`config.mk`:
```
export PLATFORM = sky130hd
export DESIGN_NAME = por_seq_ctrl
export DESIGN_NICKNAME = d
export VERILOG_FILES = /design/src/rtl/por_seq_pkg.sv /design/src/rtl/por_sync.sv /design/src/rtl/por_bkup_dom.sv /design/src/rtl/por_core_dom.sv /design/src/rtl/por_seq_ctrl.sv
export SDC_FILE = /design/constraint.sdc
export NUM_CORES = 1
export LEC_CHECK = 0
export BUFFER_PORTS_ARGS = -buffer_cell sky130_fd_sc_hd__buf_2
export CORE_UTILIZATION = 25
export DETAILED_ROUTE_END_ITERATION = 8
export GPL_TIMING_DRIVEN = 0
export PLACE_DENSITY_LB_ADDON = 0.1
export SLEW_MARGIN = 0
export SYNTH_ARGS = -nofsm -noshare
export SYNTH_HDL_FRONTEND = slang
export SYNTH_SLANG_ARGS = --single-unit
```
`constraint.sdc`:
```
create_clock -name clk -period 3.1 [get_ports clk]
set_input_delay 0.31 -clock clk [delete_from_list [all_inputs] [get_ports clk]]
set_output_delay 0.31 -clock clk [all_outputs]
set_load 0.02 [all_outputs]
```
`src/rtl/por_seq_pkg.sv`:
```
package por_seq_pkg;

   typedef enum logic [2:0] {
      RST_GENERAL = 3'b000,
      RST_CORE    = 3'b001
   } rst_kind_e;

   function automatic int unsigned ext_cnt_width(input int unsigned len_w);
      return (1 << len_w) + 2;
   endfunction

endpackage

```
`src/rtl/por_sync.sv`:
```
module por_sync #(
   parameter int unsigned STAGES = 2
) (
   input  logic clk,
   input  logic arst_n,
   input  logic d,
   output logic q
);

   if (STAGES < 1) begin : g_bad_stages
      $error("por_sync: STAGES must be at least 1");
   end

   if (STAGES == 1) begin : g_single
      logic s0;
      always_ff @(posedge clk or negedge arst_n) begin
         if (!arst_n) s0 <= 1'b0;
         else         s0 <= d;
      end
      assign q = s0;
   end else begin : g_chain
      logic [STAGES-1:0] sr;
      always_ff @(posedge clk or negedge arst_n) begin
         if (!arst_n) sr <= '0;
         else         sr <= {sr[STAGES-2:0], d};
      end
      assign q = sr[STAGES-1];
   end

endmodule

```
`src/rtl/por_bkup_dom.sv`:
```
module por_bkup_dom
   import por_seq_pkg::*;
#(
   parameter int unsigned STARTUP_CYC = 24,
   parameter int unsigned LEN_W       = 4,
   parameter int unsigned SYNC_STAGES = 2
) (
   input  logic             clk,
   input  logic             bu_arst_n,
   input  logic             rel_nxt,
   input  logic             rel_q,
   input  logic             cfg_we,
   input  logic [LEN_W-1:0] cfg_wdata,
   input  logic             boot_stb,
   input  logic             boot_pin,
   output logic             clk_en,
   output logic             bkup_rel,
   output logic [LEN_W-1:0] cfg_len,
   output logic [2:0]       rst_type,
   output logic             boot_q
);

   localparam int unsigned SU_W = $clog2(STARTUP_CYC + 1);

   if (STARTUP_CYC < 1) begin : g_bad_startup
      $error("por_bkup_dom: STARTUP_CYC must be at least 1");
   end

   logic            bu_s;
   logic [SU_W-1:0] su_cnt;
   rst_kind_e       kind_q;

   por_sync #(.STAGES(SYNC_STAGES)) u_bu_sync (
      .clk    (clk),
      .arst_n (bu_arst_n),
      .d      (1'b1),
      .q      (bu_s)
   );

   // startup filter: oscillator settle time before anything is released
   always_ff @(posedge clk or negedge bu_arst_n) begin
      if (!bu_arst_n) begin
         su_cnt <= '0;
         clk_en <= 1'b0;
      end else if (bu_s && !clk_en) begin
         su_cnt <= su_cnt + 1'b1;
         if (su_cnt == SU_W'(STARTUP_CYC - 1)) clk_en <= 1'b1;
      end
   end

   // backup reset releases on the same edge as the first processor release
   always_ff @(posedge clk or negedge bu_arst_n) begin
      if (!bu_arst_n) bkup_rel <= 1'b0;
      else            bkup_rel <= bkup_rel | rel_nxt;
   end

   // stretch-length field, cleared only by backup-supply loss
   always_ff @(posedge clk or negedge bu_arst_n) begin
      if (!bu_arst_n)           cfg_len <= '0;
      else if (cfg_we && rel_q) cfg_len <= cfg_wdata;
   end

   // reset cause, written on the processor release edge only
   always_ff @(posedge clk or negedge bu_arst_n) begin
      if (!bu_arst_n)            kind_q <= RST_GENERAL;
      else if (rel_nxt && !rel_q) kind_q <= bkup_rel ? RST_CORE : RST_GENERAL;
   end
   assign rst_type = kind_q;

   // boot-mode capture survives core outages
   always_ff @(posedge clk or negedge bu_arst_n) begin
      if (!bu_arst_n)    boot_q <= 1'b0;
      else if (boot_stb) boot_q <= boot_pin;
   end

   AST_TYPE_AT_RELEASE: assert property (@(posedge clk) disable iff (!bu_arst_n)
      !$stable(rst_type) |-> $rose(rel_q));
   AST_LEN_HELD_IN_RESET: assert property (@(posedge clk) disable iff (!bu_arst_n)
      $past(!rel_q) |-> $stable(cfg_len));

endmodule

```
`src/rtl/por_core_dom.sv`:
```
module por_core_dom
   import por_seq_pkg::*;
#(
   parameter int unsigned HOLD_CYC    = 8,
   parameter int unsigned LEN_W       = 4,
   parameter int unsigned SYNC_STAGES = 2,
   parameter int unsigned BOOT_DLY    = 3
) (
   input  logic             clk,
   input  logic             core_arst_n,
   input  logic             clk_en,
   input  logic [LEN_W-1:0] cfg_len,
   output logic             rel_nxt,
   output logic             rel_q,
   output logic             perph_q,
   output logic             ext_q,
   output logic             boot_stb
);

   localparam int unsigned HOLD_W = $clog2(HOLD_CYC + 1);
   localparam int unsigned EXT_W  = ext_cnt_width(LEN_W);
   localparam int unsigned BOOT_W = $clog2(BOOT_DLY + 1);

   if (HOLD_CYC < 1) begin : g_bad_hold
      $error("por_core_dom: HOLD_CYC must be at least 1");
   end
   if (BOOT_DLY < 1) begin : g_bad_boot
      $error("por_core_dom: BOOT_DLY must be at least 1");
   end
   if (LEN_W < 1 || LEN_W > 5) begin : g_bad_len
      $error("por_core_dom: LEN_W must be 1 to 5");
   end

   logic              core_s;
   logic              hold_go;
   logic [HOLD_W-1:0] hold_cnt;
   logic [EXT_W-1:0]  ext_cnt;
   logic [EXT_W-1:0]  ext_lim;
   logic [LEN_W:0]    ext_sh;
   logic [BOOT_W-1:0] boot_cnt;

   por_sync #(.STAGES(SYNC_STAGES)) u_core_sync (
      .clk    (clk),
      .arst_n (core_arst_n),
      .d      (1'b1),
      .q      (core_s)
   );

   // hold window: clock runs, resets stay asserted
   assign hold_go = clk_en && core_s && !rel_q;
   assign rel_nxt = rel_q | (hold_go && (hold_cnt == HOLD_W'(HOLD_CYC - 1)));

   always_ff @(posedge clk or negedge core_arst_n) begin
      if (!core_arst_n) begin
         hold_cnt <= '0;
         rel_q    <= 1'b0;
         perph_q  <= 1'b0;
      end else begin
         if (hold_go) hold_cnt <= hold_cnt + 1'b1;
         rel_q   <= rel_nxt;
         perph_q <= rel_nxt;
      end
   end

   // external line stretch: 2^(L+1) edges after processor release
   assign ext_sh  = {1'b0, cfg_len} + (LEN_W + 1)'(1);
   assign ext_lim = EXT_W'(1) << ext_sh;

   always_ff @(posedge clk or negedge core_arst_n) begin
      if (!core_arst_n) begin
         ext_cnt <= '0;
         ext_q   <= 1'b0;
      end else if (rel_q && !ext_q) begin
         ext_cnt <= ext_cnt + 1'b1;
         if (ext_cnt == ext_lim - 1'b1) ext_q <= 1'b1;
      end
   end

   // boot-pin capture point, counted from core-domain release
   always_ff @(posedge clk or negedge core_arst_n) begin
      if (!core_arst_n)                       boot_cnt <= '0;
      else if (boot_cnt != BOOT_W'(BOOT_DLY)) boot_cnt <= boot_cnt + 1'b1;
   end
   assign boot_stb = (boot_cnt == BOOT_W'(BOOT_DLY - 1));

   AST_EXT_AFTER_PROC: assert property (@(posedge clk) disable iff (!core_arst_n)
      ext_q |-> rel_q);
   AST_REL_NEEDS_CLKEN: assert property (@(posedge clk) disable iff (!core_arst_n)
      $rose(rel_q) |-> clk_en);

endmodule

```
`src/rtl/por_seq_ctrl.sv`:
```
module por_seq_ctrl
   import por_seq_pkg::*;
#(
   parameter int unsigned STARTUP_CYC = 24,
   parameter int unsigned HOLD_CYC    = 8,
   parameter int unsigned LEN_W       = 4,
   parameter int unsigned SYNC_STAGES = 2,
   parameter int unsigned BOOT_DLY    = 3
) (
   input  logic             clk,
   input  logic             bu_por_ok,
   input  logic             core_por_ok,
   input  logic             boot_pin,
   input  logic             cfg_we,
   input  logic [LEN_W-1:0] cfg_wdata,
   output logic             proc_clk_en,
   output logic             bkup_rst_n,
   output logic             proc_rst_n,
   output logic             perph_rst_n,
   output logic             ext_rst_n,
   output logic             boot_mode,
   output logic [LEN_W-1:0] cfg_len,
   output logic [2:0]       rst_type
);

   logic core_arst_n;
   logic rel_nxt;
   logic rel_q;
   logic perph_q;
   logic ext_q;
   logic boot_stb;
   logic clk_en;
   logic bkup_rel;

   // a backup loss also drops the core domain
   assign core_arst_n = bu_por_ok & core_por_ok;

   por_bkup_dom #(
      .STARTUP_CYC (STARTUP_CYC),
      .LEN_W       (LEN_W),
      .SYNC_STAGES (SYNC_STAGES)
   ) u_bkup (
      .clk       (clk),
      .bu_arst_n (bu_por_ok),
      .rel_nxt   (rel_nxt),
      .rel_q     (rel_q),
      .cfg_we    (cfg_we),
      .cfg_wdata (cfg_wdata),
      .boot_stb  (boot_stb),
      .boot_pin  (boot_pin),
      .clk_en    (clk_en),
      .bkup_rel  (bkup_rel),
      .cfg_len   (cfg_len),
      .rst_type  (rst_type),
      .boot_q    (boot_mode)
   );

   por_core_dom #(
      .HOLD_CYC    (HOLD_CYC),
      .LEN_W       (LEN_W),
      .SYNC_STAGES (SYNC_STAGES),
      .BOOT_DLY    (BOOT_DLY)
   ) u_core (
      .clk         (clk),
      .core_arst_n (core_arst_n),
      .clk_en      (clk_en),
      .cfg_len     (cfg_len),
      .rel_nxt     (rel_nxt),
      .rel_q       (rel_q),
      .perph_q     (perph_q),
      .ext_q       (ext_q),
      .boot_stb    (boot_stb)
   );

   assign proc_clk_en = clk_en;
   assign bkup_rst_n  = bkup_rel;
   assign proc_rst_n  = rel_q;
   assign perph_rst_n = perph_q;
   assign ext_rst_n   = ext_q;

   AST_CLKEN_FIRST: assert property (@(posedge clk) disable iff (!bu_por_ok)
      !proc_clk_en |-> (!bkup_rst_n && !proc_rst_n));
   AST_REL_TOGETHER: assert property (@(posedge clk) disable iff (!bu_por_ok)
      $rose(bkup_rst_n) |-> (proc_rst_n && perph_rst_n));
   AST_BKUP_KEPT: assert property (@(posedge clk) disable iff (!bu_por_ok)
      bkup_rst_n |=> bkup_rst_n);

endmodule

```
# Yosys cells after proc, flatten, opt, wreduce, memory -nomap -nowiden
# Index checks and enable logic that the tools add are counted.
[word_totals] ff_bits=45 latchBits=0 ramBits=0 rom_bits=0 inputBits=9 out_inout_bits=13 wordCells=41 mem_count=0
[classes] addsub=6 n_mul=0 div_mod_pow=0 order_cmp=0 eq_ne=5 shift=1 muxes=1 n_bitwise=3 reduce_logical=12
[op_table] op="adder 18 x 1 -> 18 bit, second input constant" count=1
[op_table] op="== test 18 bit" count=1
[op_table] op="<< shifter 1 x 5 -> 18 bit, first input constant" count=1
[op_table] op="subtractor 18 x 1 -> 18 bit, second input constant" count=1
[op_table] op="logical AND 1 bit" count=7
[op_table] op="adder 4 x 1 -> 5 bit, second input constant" count=1
[op_table] op="adder 5 x 1 -> 5 bit, second input constant" count=1
[op_table] op="== test 5 bit, second input constant" count=1
[op_table] op="adder 4 x 1 -> 4 bit, second input constant" count=1
[op_table] op="== test 4 x 3 -> 1 bit, second input constant" count=1
[op_table] op="AND reduction 2 bit" count=2
[op_table] op="logical NOT 1 bit" count=3
[op_table] op="adder 2 x 1 -> 2 bit, second input constant" count=1
[op_table] op="== test 2 bit, second input constant" count=1
[op_table] op="!= test 2 bit, second input constant" count=1
[op_table] op="OR 1 bit" count=2
[op_table] op="AND 1 bit" count=1
[op_table] op="2-to-1 mux 1 bit" count=1

# Longest topological paths before layout
# Gate-level depths: netlist of run 1.
[logic_depth] word_depth=5 depth_mapped=11 ltp_nobuf=8

# Cells and area by module
# Synthesis of run 1 repeated with hierarchy kept, for this count alone.
[unflattened] cells_unflattened=227 area_unflattened_um2=2362.3
[modules_own_cells] mod="por_core_dom" instances=1 cells_each=184 area_each_um2=1721.7 seq_area_each_um2=650.6
[modules_own_cells] mod="por_bkup_dom" instances=1 cells_each=38 area_each_um2=534.3 seq_area_each_um2=325.3
[modules_own_cells] mod="por_sync" instances=2 cells_each=2 area_each_um2=50.0 seq_area_each_um2=50.0
[modules_own_cells] mod="por_seq_ctrl" instances=1 cells_each=1 area_each_um2=6.3 seq_area_each_um2=0.0

# Least setup slack after synthesis of run 1
# No wires, ideal clock.
[synth_path] path_type="register to register" start="reg u_bkup.cfg_len[2]" end="reg u_core.ext_q" setup_time_ns=0.120 arrival_time_ns=2.174 required_ns=2.980 setup_slack_ns=0.805 path_stages_with_launch=12 path_buffers=3 synth_period_minus_slack_ns=2.295 cell_sequence="dfrtp_1 > buf_4 > buf_4 > nor2_1 > nand2_1 > ha_1 > clkbuf_1 > nor4bb_1 > o21ai_0 > nand2_1 > a31oi_1 > a41o_1"
[synth_between] elab_chain_len=5
[synth_rtl] element="from (decl)" line="por_bkup_dom.sv:18" source="output logic [LEN_W-1:0] cfg_len,"
[synth_rtl] element="from (signal assigned)" line="por_bkup_dom.sv:60" source="else if (cfg_we && rel_q) cfg_len <= cfg_wdata;"
[synth_rtl] element="adder 4 x 1 -> 5 bit" line="por_core_dom.sv:66" source="assign ext_sh = {1'b0, cfg_len} + (LEN_W + 1)'(1);"
[synth_rtl] element="<< shifter 1 x 5 -> 18 bit" line="por_core_dom.sv:67" source="assign ext_lim = EXT_W'(1) << ext_sh;"
[synth_rtl] element="subtractor 18 x 1 -> 18 bit" line="por_core_dom.sv:75" source="if (ext_cnt == ext_lim - 1'b1) ext_q <= 1'b1;"
[synth_rtl] element="== test 18 bit" line="por_core_dom.sv:75"
[synth_rtl] element="AND reduction 2 bit (no line)"
[synth_rtl] element="to (signal assigned)" line="por_core_dom.sv:72" source="ext_q <= 1'b0;"
[synth_rtl] element="to (signal assigned)" line="por_core_dom.sv:75"
[synth_rtl] element="to (decl)" line="por_core_dom.sv:16" source="output logic ext_q,"
# No other way between the ends.
# A chain may end at the register's enable or synchronous reset.

# Worst setup path in the final report of run 1
# Ends and elaborated chain as after synthesis.

==> impl_metrics.toml, run 1 <==
[yosys]
ys.flop_type = "dfrtp_1"
synth-edff-count = 0
synth_area_leaders = "dfrtp_1, xnor2_1, mux2_2"
ys_seq_area_share_pct = 47.36
synth_top_area_cell = "dfrtp_1"
ys_warn_count = 0
syn_area_um2 = 2272
syn-instance-count = 216
synthTopCellsByCount = "dfrtp_1, xnor2_1, nand2_1, nand3_1, nand4_1"
synth.most_common_cell = "dfrtp_1"
synth_cell_types = 48
synth_seq_cells = 43
syn_avg_cell_area_um2 = 10.52
synth_top_cell_area_share_pct = 47.36
async_reset_ff_share_pct = 100.0

[detailed_routing]
dr_wl_met2_um = 2373
highest_layer = "met4"
drt_iter0_markers = 79
vias = 1699
viasPerCell = 4.786
wl_um = 5212
drt-met1-wl_um = 2543
drc_errors = 0
wl_per_cell_um = 14.68
ant_nets = 0
drt-pass1-iter-count = 4
wl_met3_um = 153

[placed_design]
dp_cells = 346
dp_hpwl_um = 3855
gp_congestion = 0.7753
io_buffers = 19
place_ws_ns = 0.4965

[global_route]
grt_max_degree = 29
grt.total_usage_pct = 11.51
grt_pass1_wl_um = 8500
grt_remaining_overflow = 0
grt_pass1_vias = 1679
antenna_found_initial = 0

[power]
pwr-share-comb_pct = 21.0
fin_total_pwr_uw = 1483
seq_power_share_pct = 48.2
p_sw_share_pct = 30.59
p_int_uw = 1030
power.leakage_uw = 0.001200
switching_power_uw = 453.6
max-vdd-ir-drop_v = 0.0002584
power_frac_clock_pct = 30.8
powerDensity_nw_per_um2 = 561.8

[die]
fp-row-count = 34
die_h_um = 97.34
coreArea_um2 = 8763
start_util_pct = 25.93
dieArea_um2 = 9474
dieWidth_um = 97.34
ios = 22

[timing]
skew_ns = 0.01383
fin_crit_ns = 2.626
max_slew_margin_pct = 54.70
finalMaxSlewViolations = 0
finalSetupViolations = 0
fin_setup_tns_ns = 0
timing.final.crit_share_pct = 84.72
timing.fmax_mhz = 380.8
fin_ws_ns = 0.4738
rsz0062_at_grt = "no"
hold_viol = 0
worstMarginPinSlew_ns = 0.6796

[worst_setup_path]
crit_arrival_ns = 2.81
ff2ff_setup_slack_ns = 0.47
criticalPathCategory = "reg2reg"
crit_fanout = 10
required_ns = 3.29
cp-end-kind = "flip-flop"
regToRegStartpoint = "u_bkup.cfg_len[2]"
worstSetupStartpointType = "flip-flop"
crit_start = "u_bkup.cfg_len[2]"

[clock_network]
cts.sinks = 43
post_cts_buffers = 0
ctsHoldBuffers = 1
numCtsBuffers = 5
clk_pin_slew_ns = 0.10
clk_latency_ns = 0.30
clockBufferDepth = 2
cts-resized-gates = 0
root_buffer = "clkbuf_8"
cts_tree = "done"
h-tree-depth = 2

[final_layout]
n_fill_cell = 948
utilization_pct = 30.13
final_cells = 355
drive_above_1_share_pct = 21.05
fin_nets = 261
antenna_cells = 0
area_delta_synth_final_pct = 16.19

[hold_path]
worst_hold_path_type = "in2async"

[run_status]
status = "finished clean"

[flow_run]
drv_cap = 0
-- power groups by stage --
stage	sequential, µW	clock (µW)	combinational [µW]
6_report	716	457	311
5_1_grt	728	504	347
4_1_cts	719	476	316
3_5_place_dp	727	0	316
3_3_place_gp	729	0	313
2_1_floorplan	730	0	219
-- metal layers --
layer	global-route usage, %	up-vias
met2	17.66	27
met4	5.769	0
li1	-	827
met3	2.374	13
met5	0	-
met1	15.35	832
-- final cells by class --
cell class	count	area (µm²)	area share, %
repair buffers	20	105.1	3.981
flip-flops and latches	43	1076	40.76
inverters	9	36.28	1.374
plain buffers	12	78.83	2.986
multi-input cells	155	1094	41.42
well taps	108	135.1	5.119
clock inverters	3	46.29	1.754
clock buffers	5	68.82	2.607
-- layout by cell type, fill, tap and decap left out, types with 3 or more instances in the layout --
cell	n
a21oi_1	5
buf_2	22
buf_4	6
clkbuf_8	5
conb_1	5
dfrtp_1	43
ha_1	6
inv_1	8
mux2_2	10
nand2_1	13
nand3_1	13
nand4_1	12
nor2_1	9
nor2b_1	4
nor3_1	3
o21ai_0	7
or3_1	3
xnor2_1	22
xor2_1	7
-- stage by stage --
| step | hold WS (ns) | area (µm²) |
|---|---|---|
| after floorplan | 0.01441 | 2283 |
| after global placement | 0.2525 | 2514 |
| after detailed placement | 0.2467 | 2514 |
| after CTS | 0.2202 | 2639 |
| after global routing | 0.2076 | 2640 |
| final | 0.1492 | 2640 |
-- final timing paths --
check / end / depth (start not counted)
worst min register to register: u_core.u_core_sync.g_chain.sr[1] / 0
worst min-delay path: u_core.rel_q / 2
max in group asynchronous: u_core.ext_cnt[4] / 3
min in group clk: u_bkup.boot_q / 2
worst max register to register: u_core.ext_q / 11
worst max-delay path: u_core.ext_q / 11
-- logic make-up (layout without fill, tap and decap cells) --
| family | Yosys count | count (layout) | share of synthesized area (%) |
|---|---|---|---|
| mux | 10 | 10 | 4.956 |
| buf+inv | 21 | 49 | 5.066 |
| compound gates | 36 | 36 | 11.12 |
| simple gates | 69 | 69 | 16.69 |
| xor+xnor | 29 | 29 | 11.18 |
| other cells | 2 | 5 | 0.3305 |
| fa+ha+maj | 6 | 6 | 3.304 |
| flops | 43 | 43 | 47.36 |
-- critical path: stages (launching register included) --
cell and delay, ns:
dfrtp_1 0.42, buf_4 0.18, buf_4 0.18, nor2_1 0.15, nand2_1 0.07, ha_1 0.22
clkbuf_1 0.25, o21a_1 0.18, o211a_1 0.20, a211oi_1 0.35, nor4_2 0.11, a41o_1 0.19
-- registers in the layout (all words and copies together), names as in the netlist --
name / flops
u_core.ext_cnt: 18
u_bkup.su_cnt: 5
u_bkup.cfg_len: 4
u_core.hold_cnt: 4
u_bkup.u_bu_sync.g_chain.sr: 2
u_core.boot_cnt: 2
u_core.u_core_sync.g_chain.sr: 2
u_bkup.bkup_rel: 1
u_bkup.boot_q: 1
u_bkup.clk_en: 1
u_bkup.rst_type: 1
u_core.ext_q: 1
u_core.rel_q: 1
Note: power is estimated with default switching activity, not from simulation.
==> inputs of run 2 (changes only) <==
- ABC_AREA: default -> 1
- clock period: 3.1 -> 2.6 ns (I/O delays scaled with it)
==> run 2 against run 1 <==
Final area is 7.1% higher. Die area is 5.5% higher. First-iteration DRC count is 18% higher. Clock skew is 0.0079 ns lower. Critical path depth is 4 higher. Critical endpoint unchanged. Sequential power is 15% higher. Clock power is 19% higher. Setup slack better by 0.0092 ns. Sequential share of layout area is 2.7 points lower. Sequential cell count stayed put. Maximum frequency is 24% higher. Wire length is 3.1% higher.
==> impl_metrics.toml, run 2 <==
[final_layout]
final_common_cell = "nand2_1"
reg_top3 = "u_core.ext_cnt: 18 flops, u_bkup.su_cnt: 5 flops"
largest_reg_flops = 18
largest-register = "u_core.ext_cnt"
final_cell_area_um2 = 2828
drive_above_1_share_pct = 15.45
final_cell_mix = "nand2_1, dfrtp_1, inv_1"
n_fill_cell = 1031
final_cells = 459
area_delta_synth_final_pct = 17.83
fin_nets = 344
antenna_cells = 0

[die]
fp-row-count = 35
dieArea_um2 = 9995
dieWidth_um = 99.98
die_h_um = 99.98
coreArea_um2 = 9284
start_util_pct = 25.85
ios = 22

[clock_network]
clk_pin_slew_ns = 0.09
cts_tree = "done"
h-tree-depth = 2
numCtsBuffers = 5
clk_latency_ns = 0.31
cts.sinks = 43
clockBufferDepth = 2
root_buffer = "clkbuf_8"
post_cts_buffers = 0

[timing]
rsz0062_at_grt = "no"
max_slew_margin_pct = 65.46
timing.fmax_mhz = 472.4
hold_viol = 0
finalSetupViolations = 0
fin_ws_ns = 0.4830
skew_ns = 0.005959
fin_crit_ns = 2.117
timing.final.crit_share_pct = 81.42
worstMarginPinSlew_ns = 0.5149
fin_setup_tns_ns = 0
finalMaxSlewViolations = 0

[worst_setup_path]
timing.rr.end = "u_core.ext_q"
ff2ff_setup_slack_ns = 0.48
crit_arrival_ns = 2.37
crit_buf_inv = 3
path_delay_family = "simple AND/OR/NAND/NOR gates"
cpMaxStageDelayCell = "dfrtp_1"
criticalPathCategory = "reg2reg"
reg2regPathDepth = 15
cp_slowest_stage_delay_ns = 0.40
worstPathCellList = "buf_2 -> nor2_1 -> nand2_1 -> ha_1 -> inv_1 -> nand2_1 -> nand2_1 -> inv_1 -> nand2_1 -> nand2_1 -> nor2_1 -> nand3_1 -> nor2_1 -> nand3_1 -> nand2_1"
crit_fanout = 10
cpMostUsedCell = "nand2_1"
regToRegStartpoint = "u_bkup.cfg_len[2]"
worstSetupStartpointType = "flip-flop"
required_ns = 2.85
cp-end-kind = "flip-flop"

[detailed_routing]
drt-pass1-iter-count = 4
vias = 1862
ant_nets = 0
drc_errors = 0
wl_per_cell_um = 11.71
viasPerCell = 4.057
wl_um = 5375
drt_iter0_markers = 93

[power]
powerDensity_nw_per_um2 = 587.4
power.leakage_uw = 0.001458
max-vdd-ir-drop_v = 0.0002642

[global_route]
grt_pass1_wl_um = 9439
grt_remaining_overflow = 0
grt_max_degree = 29
grt.total_usage_pct = 12.19
grt_pass1_vias = 1880
antenna_found_initial = 0

[yosys]
ys.flop_type = "dfrtp_1"
synth_top_cell_area_share_pct = 44.84
synth_top_family_by_area = "simple AND/OR/NAND/NOR gates"
synth-xor-area-share_pct = 9.124
synth-edff-count = 0
async_reset_ff_share_pct = 100.0
synth-simple-area-share_pct = 29.14
synth_cell_types = 27
synth_top_area_cell = "dfrtp_1"
synth_area_leaders = "dfrtp_1, nand2_1, xor2_1"
syn_avg_cell_area_um2 = 8.080
synth-compound-area-share_pct = 4.275
synthMuxAreaShare_pct = 1.408
synth_seq_cells = 43
synth.most_common_cell = "nand2_1"
ys_warn_count = 0
syn_area_um2 = 2400
yosys.area_share.adder_pct = 3.128
syn-instance-count = 297
synthTopCellsByCount = "nand2_1, dfrtp_1, inv_1, nor2_1, nand3_1"
ys_seq_area_share_pct = 44.84

[placed_design]
dp_hpwl_um = 4131
io_buffers = 19
place_ws_ns = 0.4863
dp_cells = 448
gp_congestion = 0.7666
placed_area_um2 = 2668

[hold_path]
hold_start = "boot_pin"
hold_depth = 2
worst_hold_path_type = "in2reg"
min_to = "u_bkup.boot_q"

[flow_run]
drv_cap = 0

[run_status]
status = "finished clean"
[run 2: worst max path at each step]
stage | startpoint | end | cells after the start
2_1_floorplan | u_bkup.cfg_len[2] | u_core.ext_q | 15
3_3_place_gp | u_bkup.cfg_len[2] | u_core.ext_q | 15
3_5_place_dp | u_bkup.cfg_len[2] | u_core.ext_q | 15
4_1_cts | u_bkup.cfg_len[2] | u_core.ext_q | 15
5_1_grt | u_bkup.cfg_len[2] | u_core.ext_q | 15
6_report | u_bkup.cfg_len[2] | u_core.ext_q | 15
[run 2: cell families after synthesis]
kind of cell	count (synthesis)
compound gates	19
xor+xnor	25
fa+ha+maj	6
buf+inv	46
flops	43
mux	3
other cells	2
simple gates	153
[run 2: final cells by class]
type	instances	area [µm²]	area share, %
multi-input combinational	211	1149	40.62
sequential	43	1076	38.05
tap	129	161.4	5.708
inverter	41	153.9	5.442
timing repair buffer	22	142.6	5.044
clock buffer	5	68.82	2.434
clock inverter	3	43.79	1.549
buffer	5	32.53	1.150
[run 2: layer usage]
layer / vias to the layer above / GRT usage, % / routed length, µm
li1: 978 / - / -
met1: 844 / 16.99 / 2599
met2: 33 / 19.42 / 2478
met3: 7 / 2.228 / 231
met4: 0 / 3.344 / 66
met5: - / 0 / 0
[run 2: report_power, final]
part	internal (µW)	leakage, µW	switching (µW)
Combinational	125	0.000860	167
Clock	287	0.0000581	259
Sequential	753	0.000540	69.8
[run 2: timing repair]
item | in CTS | in global routing
endpoints found under the hold margin | 15 | 10
hold buffers | 1 | 1
resized for setup | 0 | 0
[run 2: per-stage QoR]
stage	total power [µW]	hold WS, ns	util, %
floorplan	1039	-0.03559	-
global placement	1126	0.1925	28.73
detailed placement	1129	0.1938	28.73
CTS	1681	0.1967	30.05
global route	1765	0.2055	30.46
finish	1661	0.1972	30.46
==> inputs of run 3 (changes only) <==
- clock period: 2.6 -> 1.82 ns (I/O delays scaled with it)
==> run 3 against run 2 <==
Sequential power up 43%. Non-clock buffer count up 11. Final area up 3.7%. Combinational power up 50%. Largest power group unchanged.
==> impl_metrics.toml, run 3 (synthesized netlist as in run 2, its figures left out) <==
[final_layout]
n_fill_cell = 1027
ff_latch_area_um2 = 1081
final_cell_area_um2 = 2932
antenna_cells = 0
largest-register = "u_core.ext_cnt"
final_common_cell = "nand2_1"
multi_input_area_um2 = 1184
final_cell_mix = "nand2_1, dfrtp_1, inv_1"
fin_nets = 355
largest_reg_flops = 18
final_cells = 470
reg_top3 = "u_core.ext_cnt: 18 flops, u_bkup.su_cnt: 5 flops"
area_delta_synth_final_pct = 22.16
drive_above_1_share_pct = 21.11

[worst_setup_path]
cp_slowest_stage_delay_ns = 0.48
reg2regPathDepth = 13
ff2ff_setup_slack_ns = 0.06
crit_start = "u_bkup.cfg_len[3]"
cp-end-kind = "flip-flop"
path_delay_family = "simple AND/OR/NAND/NOR gates"
required_ns = 2.07
crit_cells = 13
cpMostUsedCell = "nand2_1"
criticalPathCategory = "reg2reg"
cpMaxStageDelayCell = "dfrtp_2"
worstPathCellList = "nor2_4 -> nand2_2 -> ha_4 -> inv_2 -> nand2_1 -> nand2_1 -> nor2_1 -> nand2_1 -> nor2_2 -> nand3_1 -> nor2_1 -> nand3_1 -> nand2_1"
timing.rr.end = "u_core.ext_q"
crit_buf_inv = 1
worstSetupStartpointType = "flip-flop"
crit_fanout = 8
regToRegStartpoint = "u_bkup.cfg_len[3]"
crit_arrival_ns = 2.01

[clock_network]
clockBufferDepth = 2
cts_tree = "done"
h-tree-depth = 2
root_buffer = "clkbuf_8"
cts.sinks = 43
clk_pin_slew_ns = 0.09
numCtsBuffers = 5
clk_latency_ns = 0.30

[die]
start_util_pct = 25.85
die_h_um = 99.98
dieArea_um2 = 9995
dieWidth_um = 99.98
ios = 22
fp-row-count = 35
coreArea_um2 = 9284

[hold_path]
hold_depth = 2
hold_start = "boot_pin"
worst_hold_path_type = "in2reg"
min_to = "u_bkup.boot_q"

[timing]
worstMarginPinSlew_ns = 0.6862
finalSetupViolations = 0
rsz0062_at_grt = "yes"
holdWs_ns = 0.1133
timing.fmax_mhz = 567.7
finalMaxSlewViolations = 0
skew_ns = 0.006779
fin_setup_tns_ns = 0
fin_crit_ns = 1.761
max_slew_margin_pct = 54.10
hold_viol = 0
timing.final.crit_share_pct = 96.78

[detailed_routing]
wl_per_cell_um = 11.99
vias = 1942
drt_iter0_markers = 74
ant_nets = 0
viasPerCell = 4.132
wl_um = 5635
drt-pass1-iter-count = 4
drc_errors = 0

[placed_design]
dp_cells = 448
gp_congestion = 0.7937
dp_hpwl_um = 4227
io_buffers = 19
placed_area_um2 = 2670

[global_route]
antenna_found_initial = 0
use_met2_pct = 21.33
grt.total_usage_pct = 12.61
met3_usage_pct = 2.228
grt_pass1_vias = 1945
grt_max_degree = 29
grt_pass1_wl_um = 9777
busiest_layer = "met2"
use_met1_pct = 16.51
grt_remaining_overflow = 0

[run_status]
status = "finished clean"

[power]
max-vdd-ir-drop_v = 0.0004803
powerDensity_nw_per_um2 = 766.4
fin_total_pwr_uw = 2247
power.leakage_uw = 0.001493

[flow_run]
drv_cap = 0
run 3: power by group:
group          total (µW)  switching, µW  internal [µW]
Clock                 629            360            269
Sequential           1180            101           1080
Combinational         440            248            192
run 3: area by class of cell:
class	count	share of cell area, %
multi-input combinational	211	40.38
sequential	43	36.88
timing repair buffer	33	7.768
tap	129	5.506
inverter	41	5.250
clock buffer	6	2.475
buffer	5	1.323
clock inverter	2	0.4268
run 3: metrics by stage:
| stage | utilization (%) | setup slack [ns] |
|---|---|---|
| 2_1_floorplan | - | 0.01940 |
| 6_report | 31.58 | 0.05853 |
| 3_5_place_dp | 28.76 | -0.2670 |
| 3_3_place_gp | 28.76 | -0.2610 |
| 4_1_cts | 30.42 | 0.0004896 |
| 5_1_grt | 31.58 | -0.1364 |
run 3: what timing repair did:
action	4_1_cts	5_1_grt
endpoints found under the setup margin	1	3
pin swaps	2	3
hold buffers	1	2
hold endpoints to repair	15	10
buffers inserted	3	7
resized for setup	10	6
run 3: how the worst max path moves through the flow:
stage / to / slack, ns
after floorplan: u_core.ext_q / 0.02
after global placement: u_core.ext_q / -0.26
after detailed placement: u_core.ext_q / -0.27
after CTS: u_core.ext_q / 0.0005
after global routing: u_core.ext_q / -0.14
final: u_core.ext_q / 0.06
run 3: metal layers:
| layer | share of wire [%] | vias to the layer above | routed length [µm] |
|---|---|---|---|
| met5 | 0 | - | 0 |
| met4 | 1.3 | 0 | 76 |
| met3 | 2.6 | 5 | 146 |
| met2 | 47 | 29 | 2627 |
| met1 | 49 | 908 | 2785 |
| li1 | - | 1000 | - |
